## src/rtl/regburst_seq.sv

```systemverilog
module regburst_seq #(
  parameter int NREGS  = 64,
  parameter int DW     = 32,
  parameter int MAXLEN = 4
) (
  input  logic                   clk,
  input  logic                   rst_n,
  input  logic                   req_valid,
  input  logic [$clog2(NREGS)-1:0] req_start,
  input  logic [$clog2(MAXLEN):0]  req_len,
  input  logic                   req_store,
  output logic                   busy,
  output logic                   fault,
  output logic                   rf_re,
  output logic [$clog2(NREGS)-1:0] rf_raddr,
  input  logic [DW-1:0]          rf_rdata,
  output logic                   rf_we,
  output logic [$clog2(NREGS)-1:0] rf_waddr,
  output logic [DW-1:0]          rf_wdata,
  input  logic                   ld_valid,
  output logic                   ld_ready,
  input  logic [DW-1:0]          ld_data,
  output logic                   st_valid,
  output logic [MAXLEN*DW-1:0]   st_data
);
  localparam int AW = $clog2(NREGS);
  localparam int LW = $clog2(MAXLEN) + 1;
  localparam int EW = AW + LW;
  localparam logic [EW-1:0] LAST_IX = EW'(NREGS - 1);

  typedef enum logic [1:0] {S_IDLE, S_STORE, S_LOAD} mode_t;

  mode_t                 mode;
  logic [AW-1:0]         addr;
  logic [LW-1:0]         left;
  logic [LW-1:0]         idx;
  logic [MAXLEN*DW-1:0]  gather;

  logic [EW-1:0] end_ix;
  logic          accept, bad;

  assign end_ix = {{LW{1'b0}}, req_start} + {{AW{1'b0}}, req_len} - 1'b1;
  assign accept = req_valid && mode == S_IDLE && req_len != '0;
  assign bad    = (req_len > LW'(MAXLEN)) || (end_ix > LAST_IX);

  assign busy     = mode != S_IDLE;
  assign rf_re    = mode == S_STORE;
  assign rf_raddr = addr;
  assign ld_ready = mode == S_LOAD;
  assign rf_we    = ld_ready && ld_valid;
  assign rf_waddr = addr;
  assign rf_wdata = ld_data;
  assign st_data  = gather;

  always_ff @(posedge clk) begin
    if (!rst_n) begin
      mode     <= S_IDLE;
      addr     <= '0;
      left     <= '0;
      idx      <= '0;
      gather   <= '0;
      fault    <= 1'b0;
      st_valid <= 1'b0;
    end else begin
      fault    <= 1'b0;
      st_valid <= 1'b0;
      case (mode)
        S_IDLE: begin
          if (accept) begin
            if (bad) begin
              fault <= 1'b1;
            end else begin
              mode <= req_store ? S_STORE : S_LOAD;
              addr <= req_start;
              left <= req_len;
              idx  <= '0;
              if (req_store) gather <= '0;
            end
          end
        end
        S_STORE: begin
          gather[int'(idx)*DW +: DW] <= rf_rdata;
          addr <= addr + 1'b1;
          idx  <= idx + 1'b1;
          left <= left - 1'b1;
          if (left == LW'(1)) begin
            mode     <= S_IDLE;
            st_valid <= 1'b1;
          end
        end
        S_LOAD: begin
          if (ld_valid) begin
            addr <= addr + 1'b1;
            left <= left - 1'b1;
            if (left == LW'(1)) mode <= S_IDLE;
          end
        end
        default: mode <= S_IDLE;
      endcase
    end
  end
endmodule


```

## config.mk

```make
export PLATFORM = sky130hd
export DESIGN_NAME = regburst_seq
export DESIGN_NICKNAME = d
export VERILOG_FILES = /design/src/rtl/regburst_seq.sv
export SDC_FILE = /design/constraint.sdc
export NUM_CORES = 1
export LEC_CHECK = 0
export ABC_CLOCK_PERIOD_IN_PS = 3630
export BUFFER_PORTS_ARGS = -buffer_cell sky130_fd_sc_hd__buf_2
export CAP_MARGIN = 10
export CORE_ASPECT_RATIO = 1.25
export CORE_MARGIN = 1.5
export CORE_UTILIZATION = 49
export CTS_CLUSTER_DIAMETER = 120
export DETAILED_ROUTE_END_ITERATION = 10
export HOLD_SLACK_MARGIN = 0.12
export PLACE_DENSITY = 0.77
export SETUP_SLACK_MARGIN = 0.2
export SYNTH_ARGS = -nofsm -noshare
export SYNTH_HDL_FRONTEND = slang
export SYNTH_SLANG_ARGS = --single-unit
export TNS_END_PERCENT = 20
```

## constraint.sdc

```tcl
create_clock -name clk -period 3.63 [get_ports clk]
set_input_delay 0.726 -clock clk [delete_from_list [all_inputs] [get_ports clk]]
set_output_delay 0.726 -clock clk [all_outputs]
set_load 0.03 [all_outputs]
```

==> results of run 1 <==
-- path summary, 6_finish.rpt --
check / end / start / cells after the start
hold / removal: st_data[65] / st_data[65] / 2
setup reg to reg: st_data[11] / idx[0] / 8
setup / recovery: st_data[11] / req_len[2] / 12
hold reg to reg: st_data[65] / st_data[65] / 2
-- synth_stat cells, types with 2 or more instances --
| cell type | number | area, µm² |
|---|---|---|
| dfxtp_1 | 144 | 2880 |
| nand2_1 | 122 | 458 |
| nand3_1 | 105 | 526 |
| mux2i_1 | 99 | 991 |
| clkbuf_1 | 39 | 146 |
| buf_4 | 38 | 285 |
| a22o_1 | 32 | 280 |
| inv_1 | 26 | 97.6 |
| ha_1 | 20 | 250 |
| buf_2 | 10 | 50.1 |
| a21oi_1 | 8 | 40.0 |
| nor2_1 | 8 | 30.0 |
| o21ai_0 | 6 | 30.0 |
| nor3_1 | 5 | 25.0 |
| o22ai_1 | 5 | 31.3 |
| a32o_1 | 4 | 40.0 |
| nand2b_1 | 4 | 25.0 |
| buf_6 | 3 | 33.8 |
| and2_1 | 2 | 12.5 |
| nand3b_1 | 2 | 15.0 |
| nand4_1 | 2 | 12.5 |
| nor4_1 | 2 | 12.5 |
| o31ai_1 | 2 | 15.0 |
| o41ai_1 | 2 | 17.5 |
-- per-layer routing --
layer,vias to the layer above,share of wire [%],global-route usage [%]
met4,0,3.0,10.8
met3,41,6.1,5.75
met1,2617,40,27.7
met2,200,51,40.7
li1,2679,-,-
met5,-,0,0
-- registers in the layout, indices dropped and copies added (netlist names) --
signal and flops:
fault 1, idx 3, left 3, mode 2
rf_raddr 6, st_data 128, st_valid 1
-- final cells by class --
cell class / instances / area, µm²
Clock inverter: 11 / 118
Sequential cell: 144 / 2880
Fill cell: 1181 / 4890
Multi-Input combinational cell: 448 / 3020
Timing Repair Buffer: 206 / 1120
Inverter: 26 / 97.6
Clock buffer: 18 / 429
Tap cell: 168 / 210
-- worst max-delay path: cells and delay by family --
| family | cells | cell delay (ps) |
|---|---|---|
| and+or+nand+nor | 3 | 700 |
| AOI/OAI and AO/OA | 4 | 1330 |
| buffers and inverters | 3 | 220 |
| adders and majority gates | 2 | 550 |
-- power groups by stage --
stage | clock (mW) | combinational (mW) | sequential [mW]
detailed placement | 0 | 0.747 | 1.68
finish | 1.63 | 0.747 | 1.65
CTS | 1.66 | 0.750 | 1.65
global placement | 0 | 0.742 | 1.68
global route | 1.73 | 0.804 | 1.65
floorplan | 0 | 0.575 | 1.71
-- metrics by stage --
| stage | util, % | power, mW |
|---|---|---|
| 6_report | 61.7 | 4.03 |
| 5_1_grt | 61.7 | 4.18 |
| 4_1_cts | 61.7 | 4.06 |
| 3_5_place_dp | 57.4 | 2.43 |
| 3_3_place_gp | 57.4 | 2.42 |
| 2_1_floorplan | - | 2.29 |
-- placed cells by master, fill, tap and decap left out, drive strengths merged, types with 4 or more instances in the layout --
cell type  count
nor2           8
ha            20
nand2        122
nor3           5
dfxtp        144
o22ai          5
o21ai          8
mux2i         99
clkbuf        18
nand3        105
a32o           4
buf          206
a21oi          8
nand2b         4
clkinv         6
inv           27
a22o          32
-- cells by family (layout without fill, tap and decap cells) --
| group | count (synthesis) | in the layout | synth area share, % |
|---|---|---|---|
| AOI/OAI and AO/OA | 70 | 70 | 8.40 |
| adders and majority gates | 21 | 21 | 4.17 |
| buffers and inverters | 116 | 261 | 9.46 |
| DFF | 144 | 144 | 44.5 |
| muxes | 99 | 99 | 15.3 |
| and+or+nand+nor | 258 | 258 | 18.2 |
==> impl_results.md, run 1 <==
* Outcome: finished, final reports clean
* Hold Crit Class: flip-flop to flip-flop
* Worst Setup End Kind: flip-flop
* Sw frac at 28.7%
* Synth Register Bits at 144
* Fin cells at 1021
* Prevailing post-synth register cell: dfxtp_1
* Cell internal pwr at 2.87 mW
* Final Cycle Share at 87.9%
* Hold_buf cts at 0
* Final setup margin at 441 ps
* CTS max path bufs at 2
* Gr ovfl total at 0
* Clk pin slew, worst setup/hold paths at 50 ps
* Net Sw Power at 1.16 mW
* Root Buffer: clkbuf_16
* Post-route ant nets at 0
* Async SR Flop Fraction at 0%
* Unrepaired setup endpoints after global routing: no
* Die area at 13900 µm²
* Clock power frac at 40.6%
* Vias per Instance at 5.42
* Leakage power at 3.98 nW
* DP HPWL at 11400 µm
* Slew margin rel. at 31.3%
* CTS Sinks at 144
* Clock skew at 9.18 ps
* Layout cells sized above 1 at 28.8%
* Peak supply drop at 0.312 mV
* Vias at 5537
* Critical path, cell by cell: buf_2, inv_1, ha_1, inv_1, ha_1, a21oi_1, nor3_1, nor4_1, or3_4, o21ai_2, a21oi_4, a22o_1
* Slowest-stage cell, CP: a21oi_4
* Sequential share of power at 40.9%
* Combinational Power Share at 18.5%
* PwrDens at 511 nW/µm²
* Drt first pass iters at 4
* Synth warnings at 0
* Area growth syn-to-layout at 21.6%
* Hold Worst Slack at 453 ps
* Rows at 46
* Core area at 12800 µm²
* Data required, critical path at 3970 ps
* R2R setup slack at 860 ps
* Vias in the first global route at 5187
* Critical Path AT at 3530 ps
* Sequential share of the synthesized area at 44.5%
* Crit Path Class: primary input to flip-flop
* First-pass GRT wire length at 26400 µm
* Post-Place Worst Slack at 31.5 ps
* Initial Utilization at 50.7%
* DR iter-0 viols at 219
* Final Hold Vio Count at 0
* # DRC at 0
* Worst-path fanout max at 32
* Maxcap violations at 0
* Post-Syn Area at 6480 µm²
* Worst-Margin Slew at 1030 ps
* Post-layout min period at 3190 ps
* Worst-Skew Late Latency at 410 ps
* Synth Instances at 708
* Post-DR wirelength/cell at 16.4 µm
* Initial antenna violation count at 0
* Chip Height at 132 µm
* Synth cell types at 42
* Placed instance count at 992
* Post-cts gate resize count at 0
* Slew Limit Fails at 0
* Design area at 7880 µm²
* Antenna diodes at 0
* Post-Route WL at 16700 µm
* Total CTS buffers at 17
* GPL Wtd Cong at 0.880
* Critical Path Max Stage Delay at 820 ps
* Nets at 942
* Port Buf Inserts at 191
* Max Fclk at 314 MHz
* Post-synth EDFFs at 0
* Setup TNS at 0 ps
* Tot GR Track Use at 23.7%
* # IOs at 256
* Final setup vio count at 0
* Critical Path Start Type: primary input
* Post-CTS setup buffer count at 0
* Placed cell area at 7340 µm²
* Die Span X at 106 µm
* CTS tree: built
* Mapped Nets at 807
* Syn Area/Cell at 9.16 µm²
* H-tree levels at 4
* Largest net degree at the start of global routing at 90
(Power assumes the default switching activity.)
==> inputs of run 2 (changes only) <==
--- a/config.mk
+++ b/config.mk
@@ -5,7 +5,7 @@
 export SDC_FILE = /design/constraint.sdc
 export NUM_CORES = 1
 export LEC_CHECK = 0
-export ABC_CLOCK_PERIOD_IN_PS = 3630
+export ABC_CLOCK_PERIOD_IN_PS = 4000
 export BUFFER_PORTS_ARGS = -buffer_cell sky130_fd_sc_hd__buf_2
 export CAP_MARGIN = 10
 export CORE_ASPECT_RATIO = 1.25
@@ -14,6 +14,7 @@
 export CTS_CLUSTER_DIAMETER = 120
 export DETAILED_ROUTE_END_ITERATION = 10
 export HOLD_SLACK_MARGIN = 0.12
+export MAX_ROUTING_LAYER = met4
 export PLACE_DENSITY = 0.77
 export SETUP_SLACK_MARGIN = 0.2
 export SYNTH_ARGS = -nofsm -noshare
==> constraint.sdc (replaced) <==
create_clock -name clk -period 4 [get_ports clk]
set_input_delay 0.8 -clock clk [delete_from_list [all_inputs] [get_ports clk]]
set_output_delay 0.8 -clock clk [all_outputs]
set_load 0.03 [all_outputs]
==> run 2 against run 1 <==
Effect of this change: non-clock buffer count shrank 2; register-to-register slack gained 500 ps; sequential share of layout area grew 0.15 points; sequential power down 9%; via count shrank 1.5%; final area decreased by 0.40%.
==> impl_results.md, run 2 (synthesis results as in run 1) <==
* Largest register FFs at 128
* Busiest grt layer: met2
* Die Span X at 106 µm
* Net Sw Power at 1.08 mW
* Final Cycle Share at 81.4%
* # DRC at 0
* Post-Route WL at 16700 µm
* Peak supply drop at 0.243 mV
* DR iter-0 viols at 369
* Port Buf Inserts at 191
* Placed instance count at 990
* Die area at 13900 µm²
* Final setup vio count at 0
* Overall Power at 3.68 mW
* Setup TNS at 0 ps
* M3 GR Usage at 5.75%
* CTS max path bufs at 2
* Worst-path fanout max at 32
* Crit Path Class: primary input to flip-flop
* H-tree levels at 4
* Vias at 5453
* Buffer and inverter count on the worst path at 4
* GPL Wtd Cong at 0.873
* Worst Setup End Kind: flip-flop
* Clk pin slew, worst setup/hold paths at 60 ps
* Nets at 940
* CTS Sinks at 144
* Rows at 46
* Core area at 12800 µm²
* Post-layout min period at 3250 ps
* R2R depth at 8
* Grt met2 use at 42.0%
* Layout cells sized above 1 at 29.0%
* Root Buffer: clkbuf_16
* Post-CTS setup buffer count at 0
* Post-cts gate resize count at 0
* First-pass GRT wire length at 27200 µm
* CTS tree: built
* Tot GR Track Use at 25.1%
* Clock power frac at 41.5%
* Clock skew at 8.34 ps
* Post-route ant nets at 0
* Initial antenna violation count at 0
* Leakage power at 3.95 nW
* RR Startpoint: idx[0]
* Vias in the first global route at 5292
* Slew margin rel. at 41.5%
* Data required, critical path at 4350 ps
* Cell internal pwr at 2.60 mW
* Critical Path Start Type: primary input
* Slew Limit Fails at 0
* Hold Path Origin: st_data[58]
* Fin util at 61.5%
* Hold endpoint: st_data[58]
* Worst-Skew Late Latency at 410 ps
* Commonest non-fill, non-tap cells in the layout: buf_2, dfxtp_1, nand2_1
* Commonest non-fill, non-tap cell in the layout: buf_2
* Total CTS buffers at 17
* PwrDens at 468 nW/µm²
* Unrepaired setup endpoints after global routing: no
* Drt first pass iters at 5
* Slowest-stage cell, CP: or3_4
* Max Fclk at 307 MHz
* Largest net degree at the start of global routing at 73
* Outcome: finished, final reports clean
* Critical path, cell by cell: buf_2, inv_1, ha_1, inv_1, ha_1, a21oi_1, nor3_1, o31a_1, or3_4, o21ai_2, nor4b_4, buf_12, a22o_1
* Hold Crit Class: flip-flop to flip-flop
* Critical Path AT at 3610 ps
* Hold Crit Depth at 2
* RR Endpoint: st_data[10]
* Combinational Power Share at 17.8%
* # IOs at 256
* Gr ovfl total at 0
* Vias per Instance at 5.34
* Critical Path Max Stage Delay at 420 ps
* Maxcap violations at 0
* Antenna diodes at 0
* Top delay family on crit path: compound AO/OA/AOI/OAI gates
* Initial Utilization at 50.7%
* M1 GR Usage at 29.0%
* Sw frac at 29.4%
* Chip Height at 132 µm
* Worst-Margin Slew at 876 ps
* Post-DR wirelength/cell at 16.3 µm
* Sequential share of power at 40.7%
* R2R setup slack at 1360 ps
* Area growth syn-to-layout at 21.1%
* Final Hold Vio Count at 0
* DP HPWL at 11400 µm
* Hold_buf cts at 0
* Fin cells at 1021
-- run 2: changes by cell type in the layout (fill, tap and decap cells not counted), sizes merged --
cell      change
clkinvlp      +4
buf           -2
clkbuf        -1
clkinv        -1
-- run 2: power by group through the flow --
stage | logic [mW] | clock network (mW) | registers (mW)
after floorplan | 0.522 | 0 | 1.55
after global routing | 0.716 | 1.62 | 1.50
after global placement | 0.651 | 0 | 1.53
after detailed placement | 0.657 | 0 | 1.53
final | 0.655 | 1.53 | 1.50
after CTS | 0.658 | 1.55 | 1.50
-- run 2: routing by layer --
metal | wire length [µm] | vias to the layer above
met2 | 8450 | 171
met1 | 6930 | 2580
met3 | 896 | 31
li1 | - | 2671
met5 | 0 | -
met4 | 400 | 0
-- run 2: worst max path at each step --
stage / endpoint / cells after the start / startpoint / slack [ps]
floorplan: st_data[10] / 12 / req_start[2] / 790
global placement: st_data[20] / 12 / req_len[2] / 410
detailed placement: st_data[20] / 12 / req_len[2] / 340
CTS: st_data[26] / 12 / req_len[2] / 760
global route: st_data[26] / 12 / req_len[2] / 510
finish: st_data[26] / 13 / req_len[2] / 750
-- run 2: worst min-delay path: stages, from the launching register on --
cell	delay (ps)
dfxtp_1	300
nand2_1	50
mux2i_1	50
-- run 2: through the flow --
stage          cell area [µm²]  setup WS [ps]  hold slack, ps
2_1_floorplan             6480            788             446
3_3_place_gp              7280            407             441
3_5_place_dp              7280            343             448
4_1_cts                   7850            763             456
5_1_grt                   7850            509             475
6_report                  7850            745             453
-- run 2: area by class of cell --
type                            instances  area (µm²)
Clock buffer                           17         425
Sequential cell                       144        2880
Fill cell                            1153        4920
Inverter                               26        97.6
Timing Repair Buffer                  204        1070
Tap cell                              168         210
Clock inverter                         14         143
Multi-Input combinational cell        448        3020
==> inputs of run 3 (changes only) <==
--- a/config.mk
+++ b/config.mk
@@ -5,7 +5,8 @@
 export SDC_FILE = /design/constraint.sdc
 export NUM_CORES = 1
 export LEC_CHECK = 0
-export ABC_CLOCK_PERIOD_IN_PS = 4000
+export ABC_AREA = 1
+export ABC_CLOCK_PERIOD_IN_PS = 3100
 export BUFFER_PORTS_ARGS = -buffer_cell sky130_fd_sc_hd__buf_2
 export CAP_MARGIN = 10
 export CORE_ASPECT_RATIO = 1.25
@@ -15,7 +16,7 @@
 export DETAILED_ROUTE_END_ITERATION = 10
 export HOLD_SLACK_MARGIN = 0.12
 export MAX_ROUTING_LAYER = met4
-export PLACE_DENSITY = 0.77
+export PLACE_DENSITY = 0.75
 export SETUP_SLACK_MARGIN = 0.2
 export SYNTH_ARGS = -nofsm -noshare
 export SYNTH_HDL_FRONTEND = slang
==> constraint.sdc (replaced) <==
create_clock -name clk -period 3.1 [get_ports clk]
set_input_delay 0.62 -clock clk [delete_from_list [all_inputs] [get_ports clk]]
set_output_delay 0.62 -clock clk [all_outputs]
set_load 0.03 [all_outputs]
==> run 3 against run 2 <==
Effect of this change: power grew 110%; highest routed layer unchanged; synthesized area grew 14%; hold slack gained 50 ps; die area grew 14%; global-route usage shrank 0.17 points; clock power grew 27%.
==> impl_results.md, run 3 <==
* Synth cell types at 26
* Post-Route WL at 19000 µm
* Data required, critical path at 3440 ps
* R2R setup slack at 810 ps
* RR Endpoint: st_data[8]
* Critical Path AT at 2890 ps
* Post-route ant nets at 0
* DR iter-0 viols at 444
* Worst-Skew Late Latency at 420 ps
* Largest register FFs at 128
* CTS Sinks at 144
* Drt first pass iters at 5
* Port Buf Inserts at 191
* Synth Instances at 1205
* Synth cell count leaders: nand2_1, nor2_1, inv_1
* Post-Syn Area at 7410 µm²
* Slew Limit Fails at 0
* Placed cell area at 8330 µm²
* Commonest non-fill, non-tap cells in the layout: nand2_1, nor2_1, buf_2
* Clock skew at 7.43 ps
* Critical Path Max Stage Delay at 370 ps
* Outcome: finished, final reports clean
* Final Hold Vio Count at 0
* Die area at 15900 µm²
* Buffer and inverter count on the worst path at 4
* Prevailing post-synth register cell: dfxtp_1
* Syn Area/Cell at 6.15 µm²
* Design area at 8870 µm²
* Filler Cells Inserted at 1450
* R2R depth at 8
* CTS tree: built
* DP HPWL at 13200 µm
* Most common cell in the netlist: nand2_1
* Sequential share of the synthesized area at 38.9%
* Clk pin slew, worst setup/hold paths at 50 ps
* Layout cells sized above 1 at 17.8%
* Worst-path fanout max at 13
* Area growth syn-to-layout at 19.8%
* CTS max path bufs at 2
* First-pass GRT wire length at 30900 µm
* # IOs at 256
* Critical Path Start Type: primary input
* Most used cell, CP: nand2_1
* Largest net degree at the start of global routing at 62
* Peak supply drop at 0.440 mV
* Antenna diodes at 0
* Top post-synthesis cells by area: dfxtp_1, nand2_1, nor2_1, inv_1, buf_4
* Post-layout min period at 2550 ps
* Nets at 1434
* Vias in the first global route at 6621
* Hold endpoint: idx[2]
* Max Fclk at 392 MHz
* Slowest-stage cell, CP: fa_1
* Die Span X at 113 µm
* Slew margin rel. at 50.8%
* Final Cycle Share at 82.2%
* Hold Path Origin: idx[2]
* Final setup vio count at 0
* Post-CTS setup buffer count at 0
* Worst Setup End Kind: flip-flop
* Post-synth top area cell: dfxtp_1
* Total CTS buffers at 17
* Hold Crit Depth at 2
* Initial Utilization at 49.7%
* Tot GR Track Use at 25.0%
* Root Buffer: clkbuf_16
* # DRC at 0
* Multi-input logic area at 3380 µm²
* RR Startpoint: mode[1]
* Commonest non-fill, non-tap cell in the layout: nand2_1
* Async SR Flop Fraction at 0%
* Top delay family on crit path: adder cells
* Critical path, cell by cell: buf_2, inv_1, ha_1, inv_1, ha_1, fa_1, nand2_1, nand2_1, nand2_1, a21oi_1, nand3_1, nand2_1, buf_4, nand3_2, nand2_1, a21oi_1
* Post-synth EDFFs at 0
* Hold Crit Class: flip-flop to flip-flop
* Setup TNS at 0 ps
* Maxcap violations at 0
* Critical path origin: req_len[1]
* Stages on the worst setup path at 16
* GPL Wtd Cong at 0.857
* Initial antenna violation count at 0
* Rows at 50
* Unrepaired setup endpoints after global routing: no
* Worst-Margin Slew at 736 ps
* Storage element area at 2880 µm²
* Vias at 7255
* Crit Path Class: primary input to flip-flop
* PwrDens at 883 nW/µm²
* Synth Register Bits at 144
* H-tree levels at 4
* Leakage power at 5.31 nW
* Core area at 14900 µm²
* Vias per Instance at 4.74
* Post-cts gate resize count at 0
* Synth warnings at 0
* Gr ovfl total at 0
* Post-DR wirelength/cell at 12.4 µm
* Chip Height at 140 µm
* Mapped Nets at 1304
* Hold_buf cts at 0
* Area share of the largest cell type after synthesis at 38.9%
[run 3: cell types whose count changed after synthesis, sizes merged, moves of 10 or more]
cell	before	now
inv	26	167
nand4	2	12
o21ai	8	43
nand3	105	11
mux2i	99	0
nand2	122	373
a22o	32	0
nor2	8	310
[run 3: area by class of cell]
class / instances / share of cell area (%)
Multi-Input combinational cell: 795 / 38.1
Timing Repair Buffer: 209 / 13.6
Sequential cell: 144 / 32.5
Clock buffer: 25 / 5.24
Tap cell: 182 / 2.57
Clock inverter: 6 / 0.945
Inverter: 168 / 7.11
[run 3: kinds of logic (layout without fill, tap and decap cells)]
logic type	count (synthesis)	after routing	share of synthesized area [%]
fa+ha+maj	21	21	3.65
flops	144	144	38.9
xor+xnor	3	3	0.355
compound gates	61	61	4.22
simple gates	710	710	37.0
buf+inv	266	408	15.8
[run 3: tightest hold or removal path: cells and delay by family, from the launching register on]
| kind | cells | cell delay [ps] |
|---|---|---|
| flip-flops | 1 | 330 |
| AND/OR/NAND/NOR | 1 | 70 |
| AO/OA/AOI/OAI | 1 | 60 |
[run 3: per-layer routing]
metal | vias up | routed length (µm) | global-route usage, %
met5 | - | 0 | -
met1 | 3227 | 8050 | 28.8
met4 | 0 | 432 | 9.80
met3 | 41 | 1250 | 6.14
li1 | 3762 | - | -
met2 | 225 | 9240 | 41.8
[run 3: worst max path at each step]
stage | end | slack (ps)
6_report | rf_raddr[5] | 550
5_1_grt | rf_raddr[2] | 340
4_1_cts | rf_raddr[0] | 560
3_5_place_dp | rf_raddr[5] | 130
3_3_place_gp | rf_raddr[4] | 200
2_1_floorplan | rf_raddr[5] | 520
[run 3: where the power goes]
part           switching, mW  leakage [nW]  total [mW]  internal, mW
registers              0.221          1.17        2.48          2.26
logic                   2.40          3.87        3.41          1.02
clock network          0.744         0.269        1.94          1.20
[run 3: through the flow]
stage / std cells / utilization, % / total power [mW] / worst slack, ps / hold slack, ps
final: 1529 / 59.6 / 7.83 / 551 / 503
after global routing: 1529 / 59.6 / 8.42 / 338 / 508
after CTS: 1529 / 59.6 / 7.91 / 561 / 491
after detailed placement: 1498 / 55.9 / 5.93 / 125 / 497
after global placement: 1498 / 55.9 / 5.87 / 202 / 481
after floorplan: 1205 / - / 5.09 / 520 / 466
